===== src/rtl/vlen_dma_pkg.sv =====
package vlen_dma_pkg;

    typedef enum logic [2:0] {
        ST_IDLE,
        ST_WAIT,
        ST_READ,
        ST_WRITE,
        ST_DONE
    } dma_state_e;

    localparam logic [2:0] LM_FIXED     = 3'b000;
    localparam logic [2:0] LM_PLUS1     = 3'b001;
    localparam logic [2:0] LM_INCL      = 3'b010;
    localparam logic [2:0] LM_PLUS2     = 3'b011;
    localparam logic [2:0] LM_PLUS3     = 3'b100;
    localparam logic [2:0] LM_RSVD_A    = 3'b101;
    localparam logic [2:0] LM_RSVD_B    = 3'b110;
    localparam logic [2:0] LM_FIXED_ALT = 3'b111;

    function automatic logic lmode_reserved(input logic [2:0] m);
        return (m == LM_RSVD_A) || (m == LM_RSVD_B);
    endfunction

    function automatic logic lmode_fixed(input logic [2:0] m);
        return (m == LM_FIXED) || (m == LM_FIXED_ALT);
    endfunction

    function automatic logic lmode_incl(input logic [2:0] m);
        return m == LM_INCL;
    endfunction

    function automatic logic [1:0] lmode_offset(input logic [2:0] m);
        logic [1:0] off;
        unique case (m)
            LM_PLUS1: off = 2'd1;
            LM_PLUS2: off = 2'd2;
            LM_PLUS3: off = 2'd3;
            default:  off = 2'd0;
        endcase
        return off;
    endfunction

endpackage


===== src/rtl/vlen_len_calc.sv =====
module vlen_len_calc
    import vlen_dma_pkg::*;
#(
    parameter int DW = 16,
    parameter int CW = 13
) (
    input  logic [2:0]    mode,
    input  logic          wide,
    input  logic [DW-1:0] first_data,
    input  logic [CW-1:0] maxcnt,
    output logic [CW-1:0] after_len
);
    localparam int SW = CW + 1;

    logic [CW-1:0] raw_len;
    logic [SW-1:0] sum_len;
    logic [CW-1:0] capped;
    logic          unused_hi;

    assign unused_hi = ^first_data[DW-1:CW];

    always_comb begin
        raw_len = wide ? first_data[CW-1:0] : CW'(first_data[7:0]);
        sum_len = {1'b0, raw_len} + SW'(lmode_offset(mode));
        capped  = (sum_len > {1'b0, maxcnt}) ? maxcnt : sum_len[CW-1:0];
        if (lmode_incl(mode)) begin
            after_len = (capped == '0) ? '0 : capped - 1'b1;
        end else begin
            after_len = capped;
        end
    end

endmodule


===== src/rtl/vlen_addr_gen.sv =====
module vlen_addr_gen #(
    parameter int AW = 16
) (
    input  logic          clk,
    input  logic          rst_n,
    input  logic          load,
    input  logic [AW-1:0] src_in,
    input  logic [AW-1:0] dst_in,
    input  logic          advance,
    input  logic          wide,
    output logic [AW-1:0] src_q,
    output logic [AW-1:0] dst_q
);
    logic [AW-1:0] step;

    assign step = wide ? AW'(2) : AW'(1);

    always_ff @(posedge clk or negedge rst_n) begin
        if (!rst_n) begin
            src_q <= '0;
            dst_q <= '0;
        end else if (load) begin
            src_q <= src_in;
            dst_q <= dst_in;
        end else if (advance) begin
            src_q <= src_q + step;
            dst_q <= dst_q + step;
        end
    end

endmodule


===== src/rtl/vlen_dma_chan.sv =====
module vlen_dma_chan
    import vlen_dma_pkg::*;
#(
    parameter int AW = 16,
    parameter int DW = 16,
    parameter int CW = 13
) (
    input  logic          clk,
    input  logic          rst_n,
    input  logic          start,
    input  logic          trig,
    input  logic [AW-1:0] cfg_src,
    input  logic [AW-1:0] cfg_dst,
    input  logic [2:0]    cfg_lmode,
    input  logic [CW-1:0] cfg_maxcnt,
    input  logic          cfg_wide,
    output logic          mem_rd,
    output logic [AW-1:0] mem_raddr,
    input  logic [DW-1:0] mem_rdata,
    output logic          mem_wr,
    output logic [AW-1:0] mem_waddr,
    output logic [DW-1:0] mem_wdata,
    output logic          busy,
    output logic          done,
    output logic          err
);
    localparam int HB = DW - 8;

    dma_state_e    state_q, state_d;
    logic [2:0]    mode_q;
    logic          wide_q;
    logic [CW-1:0] max_q;
    logic [CW-1:0] rem_q;
    logic          first_q;
    logic          err_q;

    logic          accept;
    logic          start_ok;
    logic          zero_fixed;
    logic [CW-1:0] after_len;
    logic [CW-1:0] rem_after;
    logic          last_unit;

    assign accept     = (state_q == ST_IDLE) && start;
    assign start_ok   = accept && !lmode_reserved(cfg_lmode);
    assign zero_fixed = lmode_fixed(cfg_lmode) && (cfg_maxcnt == '0);
    assign rem_after  = first_q ? after_len : rem_q - 1'b1;
    assign last_unit  = (rem_after == '0);

    vlen_len_calc #(.DW(DW), .CW(CW)) i_len_calc (
        .mode       (mode_q),
        .wide       (wide_q),
        .first_data (mem_rdata),
        .maxcnt     (max_q),
        .after_len  (after_len)
    );

    vlen_addr_gen #(.AW(AW)) i_addr_gen (
        .clk     (clk),
        .rst_n   (rst_n),
        .load    (start_ok),
        .src_in  (cfg_src),
        .dst_in  (cfg_dst),
        .advance (state_q == ST_WRITE),
        .wide    (wide_q),
        .src_q   (mem_raddr),
        .dst_q   (mem_waddr)
    );

    // State register
    always_ff @(posedge clk or negedge rst_n) begin
        if (!rst_n) state_q <= ST_IDLE;
        else        state_q <= state_d;
    end

    // Next-state logic
    always_comb begin
        state_d = state_q;
        unique case (state_q)
            ST_IDLE: begin
                if (start_ok) state_d = zero_fixed ? ST_DONE : ST_WAIT;
            end
            ST_WAIT:  if (trig) state_d = ST_READ;
            ST_READ:  state_d = ST_WRITE;
            ST_WRITE: state_d = last_unit ? ST_DONE : ST_WAIT;
            ST_DONE:  state_d = ST_IDLE;
            default:  state_d = ST_IDLE;
        endcase
    end

    // Channel context and unit counter
    always_ff @(posedge clk or negedge rst_n) begin
        if (!rst_n) begin
            mode_q  <= LM_FIXED;
            wide_q  <= 1'b0;
            max_q   <= '0;
            rem_q   <= '0;
            first_q <= 1'b0;
            err_q   <= 1'b0;
        end else begin
            if (accept) err_q <= lmode_reserved(cfg_lmode);
            if (start_ok) begin
                mode_q  <= cfg_lmode;
                wide_q  <= cfg_wide;
                max_q   <= cfg_maxcnt;
                rem_q   <= cfg_maxcnt;
                first_q <= !lmode_fixed(cfg_lmode);
            end else if (state_q == ST_WRITE) begin
                first_q <= 1'b0;
                rem_q   <= rem_after;
            end
        end
    end

    // Outputs
    always_comb begin
        mem_rd    = (state_q == ST_READ);
        mem_wr    = (state_q == ST_WRITE);
        busy      = (state_q != ST_IDLE);
        done      = (state_q == ST_DONE);
        err       = err_q;
        mem_wdata = wide_q ? mem_rdata : {{HB{1'b0}}, mem_rdata[7:0]};
    end

endmodule


===== config.mk =====
export PLATFORM = sky130hd
export DESIGN_NAME = vlen_dma_chan
export DESIGN_NICKNAME = d
export VERILOG_FILES = /design/src/rtl/vlen_dma_pkg.sv /design/src/rtl/vlen_len_calc.sv /design/src/rtl/vlen_addr_gen.sv /design/src/rtl/vlen_dma_chan.sv
export SDC_FILE = /design/constraint.sdc
export NUM_CORES = 1
export LEC_CHECK = 0
export ABC_AREA = 1
export BUFFER_PORTS_ARGS = -buffer_cell sky130_fd_sc_hd__buf_2
export CAP_MARGIN = 20
export CORE_AREA = 3 3 140 142
export DETAILED_ROUTE_END_ITERATION = 6
export DIE_AREA = 0 0 143 145
export GPL_TIMING_DRIVEN = 1
export PLACE_DENSITY_LB_ADDON = 0.1
export SLEW_MARGIN = 20
export SYNTH_ARGS = -nofsm -noshare
export SYNTH_HDL_FRONTEND = slang
export SYNTH_SLANG_ARGS = --single-unit

===== constraint.sdc =====
create_clock -name clk -period 6.3 [get_ports clk]
set_clock_uncertainty 0.05 [all_clocks]
set_input_delay 1.575 -clock clk [delete_from_list [all_inputs] [get_ports clk]]
set_output_delay 1.575 -clock clk [all_outputs]
set_load 0.01 [all_outputs]

==> run summary, run 1 <==
Ranked by total cell area, the synthesized netlist is headed by sky130_fd_sc_hd__dfrtp_1 (30%), sky130_fd_sc_hd__nand2_1 (14%), sky130_fd_sc_hd__inv_1 (8.3%). The detailed-router iteration count before antenna repair is 4. The Yosys step of the flow raised 0 warnings. Dividing the detail-routed wire length by the instance count gives 14.7 um. The accumulated negative setup slack is 0 ns, and the vertical die dimension is 145 um. The final count of negative-setup-slack endpoints was 0; the count of filler cells inserted in the layout was 2036. In this run, distinct cell masters in the synthesized netlist total 43.

The worst path needs 5.81 ns of the cycle, external delays included. The clock transition at the registers of the reported paths was 0.06 ns; the number of slew-limit violations in the final report was 0. The run gives 0.298 as the starting density of the core. The post-detailed-route DRC marker count is 0, and the slack of the worst reg-to-reg path is 1.02 ns. Share of the synthesized area in the top cell type: 0.302. The logs give 18600 um2 for the core area and 0 for the number of diodes added for antenna fixing.

The headroom to the max-slew limit came out at 0.351. The internal power of the cells totals 1.76 mW. Timing analysis after detailed placement gives a worst setup slack of 0.00638 ns.

Detailed routing inserted a total of 5539 vias. The count of cells in the finished layout, fillers not included, comes to 1166. The sequential area share after synthesis was 0.302; the via density per instance was 4.75.

The number of instances on the worst hold path is 1, and the largest fanout on the critical path is 16. Part of the cycle the worst path needs: 0.922. The total power density per cell area works out to 524 nW/um2. Setup slack closes at 0.490 ns. Measured in cells, the most critical reg-to-reg path has a length of 42. The clock reaches the later pin of the worst-skew pair after 0.34 ns. The worst hold slack across all endpoints was 0.447 ns; the maximum number of pins on one net before global-route repair was 60.

Actual transition at the worst max-transition pin: 0.966 ns. The run gives 9 as the number of buffers added by the clock tree synthesis step. The tools report the overall routing resource usage as 0.168.

After detailed placement, the design holds a cell count of 1150. The analysis attributes to cell leakage a power of 3.46 nW. The floorplan step defined a die boundary enclosing 20700 um2. The largest incremental delay on the critical path was 0.40 ns. The path class of the tightest hold or removal check is reg -> reg.

The post-synthesis cell count is 820. The worst register-to-register path ends at state_q[0]$_DFFE_PN0P_. In this run, the number of DRC markers left after iteration 0 of detailed routing was 263. Synthesis produced a netlist with a net count of 913. The capture endpoint of the worst hold path is err$_DFFE_PN0P_.

The placer's final routability congestion estimate was 0.856. STA classifies the critical path startpoint as a primary input. The H-tree was split into 3 levels. A synthesized cell averages 6.76 um2. The run gives 1680 um2 as the flip-flop and latch area.

The run gives 0 as the final global-route overflow total. For the initial antenna violation count, the log shows 2. The root buffer cell chosen for the clock tree is sky130_fd_sc_hd__clkbuf_16. The cell with the largest stage delay on the worst path is sky130_fd_sc_hd__fa_1. The core utilization of the finished layout is 0.360, and the final hold violation count is 0. Start of the worst register-to-register path: mode_q[0]$_DFFE_PN0P_.

The number of enable-type register cells in the synthesized netlist was 0. The tools report the count of standard-cell rows as 50. From left edge to right edge, the die measures 143 um. The count of input and output buffers came out at 121.

The fraction of synthesized area in multiplexers was 0; the number of top-level pins was 122. Summing every instance area after synthesis gives 5550 um2. The clock drives 67 sinks. Area growth from synthesis to final layout: 20.7%.

STA classifies the critical path endpoint as a flip-flop. The share of total power consumed by net switching is 0.498. The final layout contains routed wiring with a total length of 17200 um. Data arrives at the worst endpoint at 5.99 ns.

The run gives 5553 as the number of global-route vias before repair. The run gives 0.585 as the fraction of power consumed by combinational cells. No sink is reached through more buffers than the 2 on the longest clock path. The xor and xnor area share after synthesis works out to 0.0458. Flip-flop cell with the highest count after synthesis: sky130_fd_sc_hd__dfrtp_1. For the required arrival time at the worst endpoint, the log shows 6.48 ns.

The adder and majority cell fraction of the synthesized area was 0.0582; the number of nets with antenna violations after detailed routing was 0. The flow ran to the end, and the final reports show no timing, DRC or antenna violations. The tools report the final instance area as 6700 um2. Sequential share of power: 0.246. Timing would allow up to 172 MHz. The share of post-route cells with drive strength above 1 works out to 0.207. The share of synthesized registers carrying an async set or reset is 1.00. The critical setup path kind is in -> reg. The tools report the maximum vdd drop as 0.000178 V.

By instance count, the cell type seen most on the critical path is sky130_fd_sc_hd__nand2_1. The complex-gate fraction of the synthesized area is 0.119. Setup repair after global routing left no endpoint under its margin.

The count of state elements after synthesis came out at 67. The main combinational cell family by area after synthesis is simple AND/OR/NAND/NOR gates. The first global-routing pass estimated 27900 um of wire.

TritonCTS built the clock tree. The tools report the HPWL after detailed placement as 13100 um. The cell taking the most area after synthesis was sky130_fd_sc_hd__dfrtp_1. In this run the most critical hold path is launched from err$_DFFE_PN0P_. The placed instances occupy a cell area of 6310 um2. The run gives 3.51 mW as the overall power of the completed layout. The net count of the finished layout is 1021.

The total net switching power came out at 1.75 mW. Power share of the clock group: 0.170. The simple-gate portion of the synthesized area is 0.354.

The multi-input combinational cells in the finished layout cover a total of 3250 um2. The number of maximum-capacitance constraint violations was 0.
-- area by class of cell --
cell class,count,area share
Clock inverter,4,0.0148
Timing Repair Buffer,128,0.0983
Inverter,127,0.0712
Tap cell,234,0.0437
Sequential cell,67,0.250
Multi-Input combinational cell,595,0.485
Clock buffer,11,0.0363
-- worst max path at each step --
stage / from / endpoint / slack (ns) / cells after the start
2_1_floorplan: mem_rdata[0] / state_q[0]$_DFFE_PN0P_ / 0.69 / 36
3_3_place_gp: mem_rdata[0] / state_q[0]$_DFFE_PN0P_ / 0.06 / 40
3_5_place_dp: mem_rdata[0] / state_q[0]$_DFFE_PN0P_ / 0.006 / 40
4_1_cts: mem_rdata[0] / state_q[0]$_DFFE_PN0P_ / 0.36 / 40
5_1_grt: mem_rdata[0] / state_q[0]$_DFFE_PN0P_ / 0.007 / 40
6_report: mem_rdata[0] / state_q[0]$_DFFE_PN0P_ / 0.49 / 40
-- synthesized netlist by cell type (2+ instances only) --
cell                       count
sky130_fd_sc_hd__buf_6         3
sky130_fd_sc_hd__o221ai_1     13
sky130_fd_sc_hd__inv_1       122
sky130_fd_sc_hd__nand3_2       2
sky130_fd_sc_hd__nor2_2        7
sky130_fd_sc_hd__nand2_4       5
sky130_fd_sc_hd__nor4_1        4
sky130_fd_sc_hd__clkbuf_1     15
sky130_fd_sc_hd__nand3_1      64
sky130_fd_sc_hd__nor2_4        3
sky130_fd_sc_hd__ha_1         21
sky130_fd_sc_hd__nand3b_1      6
sky130_fd_sc_hd__inv_2         4
sky130_fd_sc_hd__dfrtp_1      67
sky130_fd_sc_hd__buf_2         3
sky130_fd_sc_hd__nand2_2      17
sky130_fd_sc_hd__nand2_1     209
sky130_fd_sc_hd__fa_1          3
sky130_fd_sc_hd__o22ai_1       4
sky130_fd_sc_hd__buf_4         9
sky130_fd_sc_hd__xnor2_1      11
sky130_fd_sc_hd__a21oi_1      38
sky130_fd_sc_hd__nor3_1       14
sky130_fd_sc_hd__o21bai_1      2
sky130_fd_sc_hd__nand4_1       8
sky130_fd_sc_hd__o211ai_1      8
sky130_fd_sc_hd__o21ai_0      34
sky130_fd_sc_hd__or2_2         3
sky130_fd_sc_hd__xor2_1       18
sky130_fd_sc_hd__nor2_1       81
sky130_fd_sc_hd__o21a_1        6
sky130_fd_sc_hd__o21ai_1       5
-- placed cells by master, fill, tap and decap left out, types with 3 or more instances in the layout --
cell / n
sky130_fd_sc_hd__nand2_4: 4
sky130_fd_sc_hd__nor2_1: 80
sky130_fd_sc_hd__inv_2: 4
sky130_fd_sc_hd__o21a_1: 6
sky130_fd_sc_hd__buf_4: 7
sky130_fd_sc_hd__nand2_1: 207
sky130_fd_sc_hd__nand3_1: 64
sky130_fd_sc_hd__buf_2: 121
sky130_fd_sc_hd__ha_1: 21
sky130_fd_sc_hd__dfrtp_1: 67
sky130_fd_sc_hd__bufinv_16: 3
sky130_fd_sc_hd__o211ai_1: 8
sky130_fd_sc_hd__nor4_1: 4
sky130_fd_sc_hd__xor2_1: 17
sky130_fd_sc_hd__nand3b_1: 6
sky130_fd_sc_hd__or2_2: 3
sky130_fd_sc_hd__o21ai_0: 34
sky130_fd_sc_hd__nor2_4: 3
sky130_fd_sc_hd__inv_1: 122
sky130_fd_sc_hd__clkbuf_16: 9
sky130_fd_sc_hd__o221ai_1: 13
sky130_fd_sc_hd__o22ai_1: 4
sky130_fd_sc_hd__nor3_1: 13
sky130_fd_sc_hd__nand4_1: 8
sky130_fd_sc_hd__nor2_2: 8
sky130_fd_sc_hd__fa_1: 3
sky130_fd_sc_hd__nand2_2: 19
sky130_fd_sc_hd__a21oi_1: 38
sky130_fd_sc_hd__o21ai_1: 5
sky130_fd_sc_hd__xnor2_1: 11
-- registers in the layout (all words and copies together), names as in the netlist --
register	flops
i_addr_gen.dst_q	16
i_addr_gen.src_q	16
max_q	13
rem_q	13
mode_q	3
state_q	3
err	1
first_q	1
wide_q	1
-- cells by family (layout without fill, tap and decap cells) --
logic type      count (synthesis)  in the layout
simple gates                  429            430
xor+xnor                       29             29
compound gates                112            112
buf+inv                       159            270
flops                          67             67
fa+ha+maj                      24             24
-- power by group through the flow --
| stage | Combinational [mW] | Sequential (mW) | Clock (mW) |
|---|---|---|---|
| 2_1_floorplan | 1.50 | 0.845 | 0 |
| 3_3_place_gp | 2.05 | 0.874 | 0 |
| 3_5_place_dp | 2.04 | 0.866 | 0 |
| 4_1_cts | 2.05 | 0.863 | 0.612 |
| 5_1_grt | 2.37 | 0.901 | 0.628 |
| 6_report | 2.05 | 0.862 | 0.596 |
-- worst max-delay path: cells and delay by family --
| family | cells | cell delay, ns |
|---|---|---|
| adder cells (fa/ha/maj) | 4 | 0.97 |
| buffers and inverters | 8 | 0.52 |
| AND/OR/NAND/NOR | 28 | 2.92 |
-- what timing repair did --
item	in CTS	in global routing
resized for setup	0	6
hold buffers	0	0
setup endpoints to repair	0	2
buffers inserted	0	0
hold endpoints to repair	0	0
-- routing by layer --
metal / routed length [um] / track usage
met4: 234 / 0.0433
met5: 22 / 0
met3: 1130 / 0.0517
met2: 8290 / 0.281
met1: 7480 / 0.210
No activity file was read; power rests on OpenSTA's default activity.
==> run 2: changes to the inputs <==
--- a/config.mk
+++ b/config.mk
@@ -10,5 +10,5 @@
 export CAP_MARGIN = 20
-export CORE_AREA = 3 3 140 142
+export CORE_AREA = 3 3 110 112
 export DETAILED_ROUTE_END_ITERATION = 6
-export DIE_AREA = 0 0 143 145
+export DIE_AREA = 0 0 113 115
 export GPL_TIMING_DRIVEN = 1
--- a/constraint.sdc
+++ b/constraint.sdc
@@ -4,2 +4,2 @@
 set_output_delay 1.575 -clock clk [all_outputs]
-set_load 0.01 [all_outputs]
+set_load 0.05 [all_outputs]
==> run 2 against run 1 <==
  * Final cell count down 7.7%
  * Setup slack better by 0.058 ns
  * Sequential power down 0.5%
  * Die area down 37%
  * First-iteration DRC count up 32%
  * Flip-flop and latch count unchanged
  * Global-route usage up 7.4 points
  * Routed wire length down 11%
  * Combinational power up 17%
  * Via count up 0.56%
  * Clock power down 17%
  * Critical path type unchanged
  * Largest power group unchanged
==> run summary, run 2 (synthesized netlist as in run 1, its figures left out) <==
The run finished with clean final reports. On the critical path, the stage with the largest delay is an instance of sky130_fd_sc_hd__fa_1. The run gives 348 (+32%) as the starting DRC count in detailed routing. The core utilization of the finished layout came out at 0.574 (+0.213). The library cell used most frequently in the layout, excluding fill and tap cells, is sky130_fd_sc_hd__nand2_1. The detailed-router iteration count before antenna repair is 5 (+1). The floorplan die width was 113 um (-21%); the core area was 11300 um2 (-39%).

The logs give 0 (unchanged) for the number of nets with antenna violations after detailed routing and 0.34 ns (about the same) for the latest clock arrival within the worst-skew pair. For the starting density of the core, the log shows 0.490 (+0.191). The post-cts repair resize count was 0 (unchanged); the required arrival time at the worst endpoint was 6.48 ns (about the same).

The tools report the number of cells in the design after placement as 1060 (-7.8%). The number of global-route vias before repair is 5449 (-1.9%). The actual transition at the worst max-transition pin works out to 0.918 ns (-0.0479 ns). For the number of top-level pins, the log shows 122 (unchanged).

For the final instance area, the log shows 6500 um2 (-3.0%). The number of slew-limit violations in the final report is 0 (unchanged), and the deepest clock path buffer count is 2 (unchanged). The time the final worst path needs with I/O delays and setup works out to 5.75 ns (-0.0584 ns).

The run gives 11600 um (-11%) as the HPWL after detailed placement. The final count of negative-setup-slack endpoints is 0 (unchanged), and the final hold violation count is 0 (unchanged). The placer's final routability congestion estimate was 0.879 (+2.7%); the largest fanout on the critical path was 15 (-1). The vertical die dimension came out at 115 um (-21%).

Number of standard cells in the layout, taps in and fillers out: 1076 (-7.7%). Among the stages of the critical path, the cell type that occurs most often is sky130_fd_sc_hd__nand2_1. The number of vias in the routed layout was 5570 (+0.56%). For the upper clock frequency limit, the log shows 174 MHz (+1.0%). The critical path is of the in -> reg type. The min-delay analysis places its worst path in the category reg -> reg. The first-pass GRT wire length was 25200 um (-9.6%). Start of the worst register-to-register path: mode_q[0]$_DFFE_PN0P_. The clock transition at the registers of the reported paths works out to 0.06 ns (about the same). The total power density per cell area works out to 576 nW/um2 (+9.8%). The maximum vdd drop was 0.000360 V (+100%); the number of buffers inserted by hold repair at cts was 0 (unchanged).

The leakage component of the power is 3.43 nW (-1.0%), and the number of clock sinks is 67 (unchanged). Post-detailed-route DRC marker count: 0 (unchanged). STA classifies the critical path endpoint as a flip-flop.

Setup repair after global routing left no endpoint under its margin. The count of input and output buffers was 121 (unchanged); the part of the cycle the worst path needs was 0.913 (-0.00926). The headroom to the max-slew limit is 0.383 (+0.0322). From synthesis to final layout, the design area changed by 17.1%. The number of maximum-capacitance constraint violations is 0 (unchanged). The tools report the overall routing resource usage as 0.242 (+0.0737). TritonCTS built the clock tree.

The standard cell area after detailed placement came out at 6200 um2 (-1.7%). The tools report the number of nets at the end of the flow as 1021 (unchanged). The top cell types in the final layout, fill and taps aside, are sky130_fd_sc_hd__nand2_1 (209), sky130_fd_sc_hd__inv_1 (122), sky130_fd_sc_hd__buf_2 (121). The tools report the maximum number of pins on one net before global-route repair as 68 (+13%). Via density per instance: 5.18 (+9.0%). The number of diodes added for antenna fixing was 0 (unchanged); the initial antenna violation count was 0 (-2). The accumulated negative setup slack was 0 ns (unchanged); the die area was 13000 um2 (-37%). In the final layout, the registers with the most flip-flops are i_addr_gen.dst_q: 16 flops, i_addr_gen.src_q: 16 flops. The count of filler cells inserted in the layout is 1098 (-46%), and the average wire per cell in the routed design is 14.1 um (-3.9%). In this run the worst setup path begins at mem_rdata[0]. For the setup fix buffers added after clock tree synthesis, the log shows 0 (unchanged). The worst path arrival time is 5.94 ns (-0.05 ns), and the worst hold slack across all endpoints is 0.446 ns (-0.00186 ns). The H-tree depth is 3 (unchanged), and the share of post-route cells with drive strength above 1 is 0.204 (-0.00344). The largest incremental delay on the critical path came out at 0.40 ns (about the same).

The tools report the final global-route overflow total as 0 (unchanged). The library cell used as clock root buffer was sky130_fd_sc_hd__clkbuf_16. The number of buffers added by the clock tree synthesis step was 9 (unchanged). In this run the most critical hold path is launched from err$_DFFE_PN0P_. The detailed-route wire length is 15200 um (-11%).

The worst setup path is launched from a primary input. Count of standard-cell rows: 39 (-22%).
## run 2: critical path: cells and delay by family
family,cells,cell delay (ns)
adders and majority gates,4,0.97
and+or+nand+nor,27,2.88
buffers and inverters,7,0.49
## run 2: metal layers
metal / vias to the layer above / GRT usage / share of wire
met5: - / 0 / 0
met4: 0 / 0.0641 / 0.018
met2: 142 / 0.430 / 0.50
met1: 2574 / 0.286 / 0.42
li1: 2828 / - / -
met3: 26 / 0.0732 / 0.063
## run 2: power by group
group          total (mW)  internal [mW]  leakage [nW]  switching [mW]
sequential          0.858          0.635         0.787           0.222
combinational        2.39          0.724          2.51            1.66
clock               0.494          0.307         0.137           0.188
## run 2: worst paths after layout
kind	depth (start not counted)	endpoint	slack, ns
worst max-delay path	38	state_q[0]$_DFFE_PN0P_	0.55
worst min-delay path	1	err$_DFFE_PN0P_	0.45
worst max register to register	40	state_q[0]$_DFFE_PN0P_	1.16
worst min register to register	1	err$_DFFE_PN0P_	0.45
max in group asynchronous	2	max_q[2]$_DFFE_PN0P_	4.23
min in group asynchronous	2	max_q[6]$_DFFE_PN0P_	1.38
## run 2: cell type report
cell class	count	area, um2	share of cell area
tap	143	179	0.0275
multi-input combinational	594	3210	0.494
clock buffer	12	236	0.0364
sequential	67	1680	0.258
inverter	127	477	0.0734
timing repair buffer	129	666	0.102
clock inverter	4	51.3	0.00790
## run 2: through the flow
step / setup slack, ns / power (mW)
final: 0.548 / 3.74
after floorplan: 0.674 / 2.71
after global placement: 0.316 / 3.20
after global routing: 0.00657 / 4.10
after CTS: 0.523 / 3.75
after detailed placement: 0.189 / 3.24
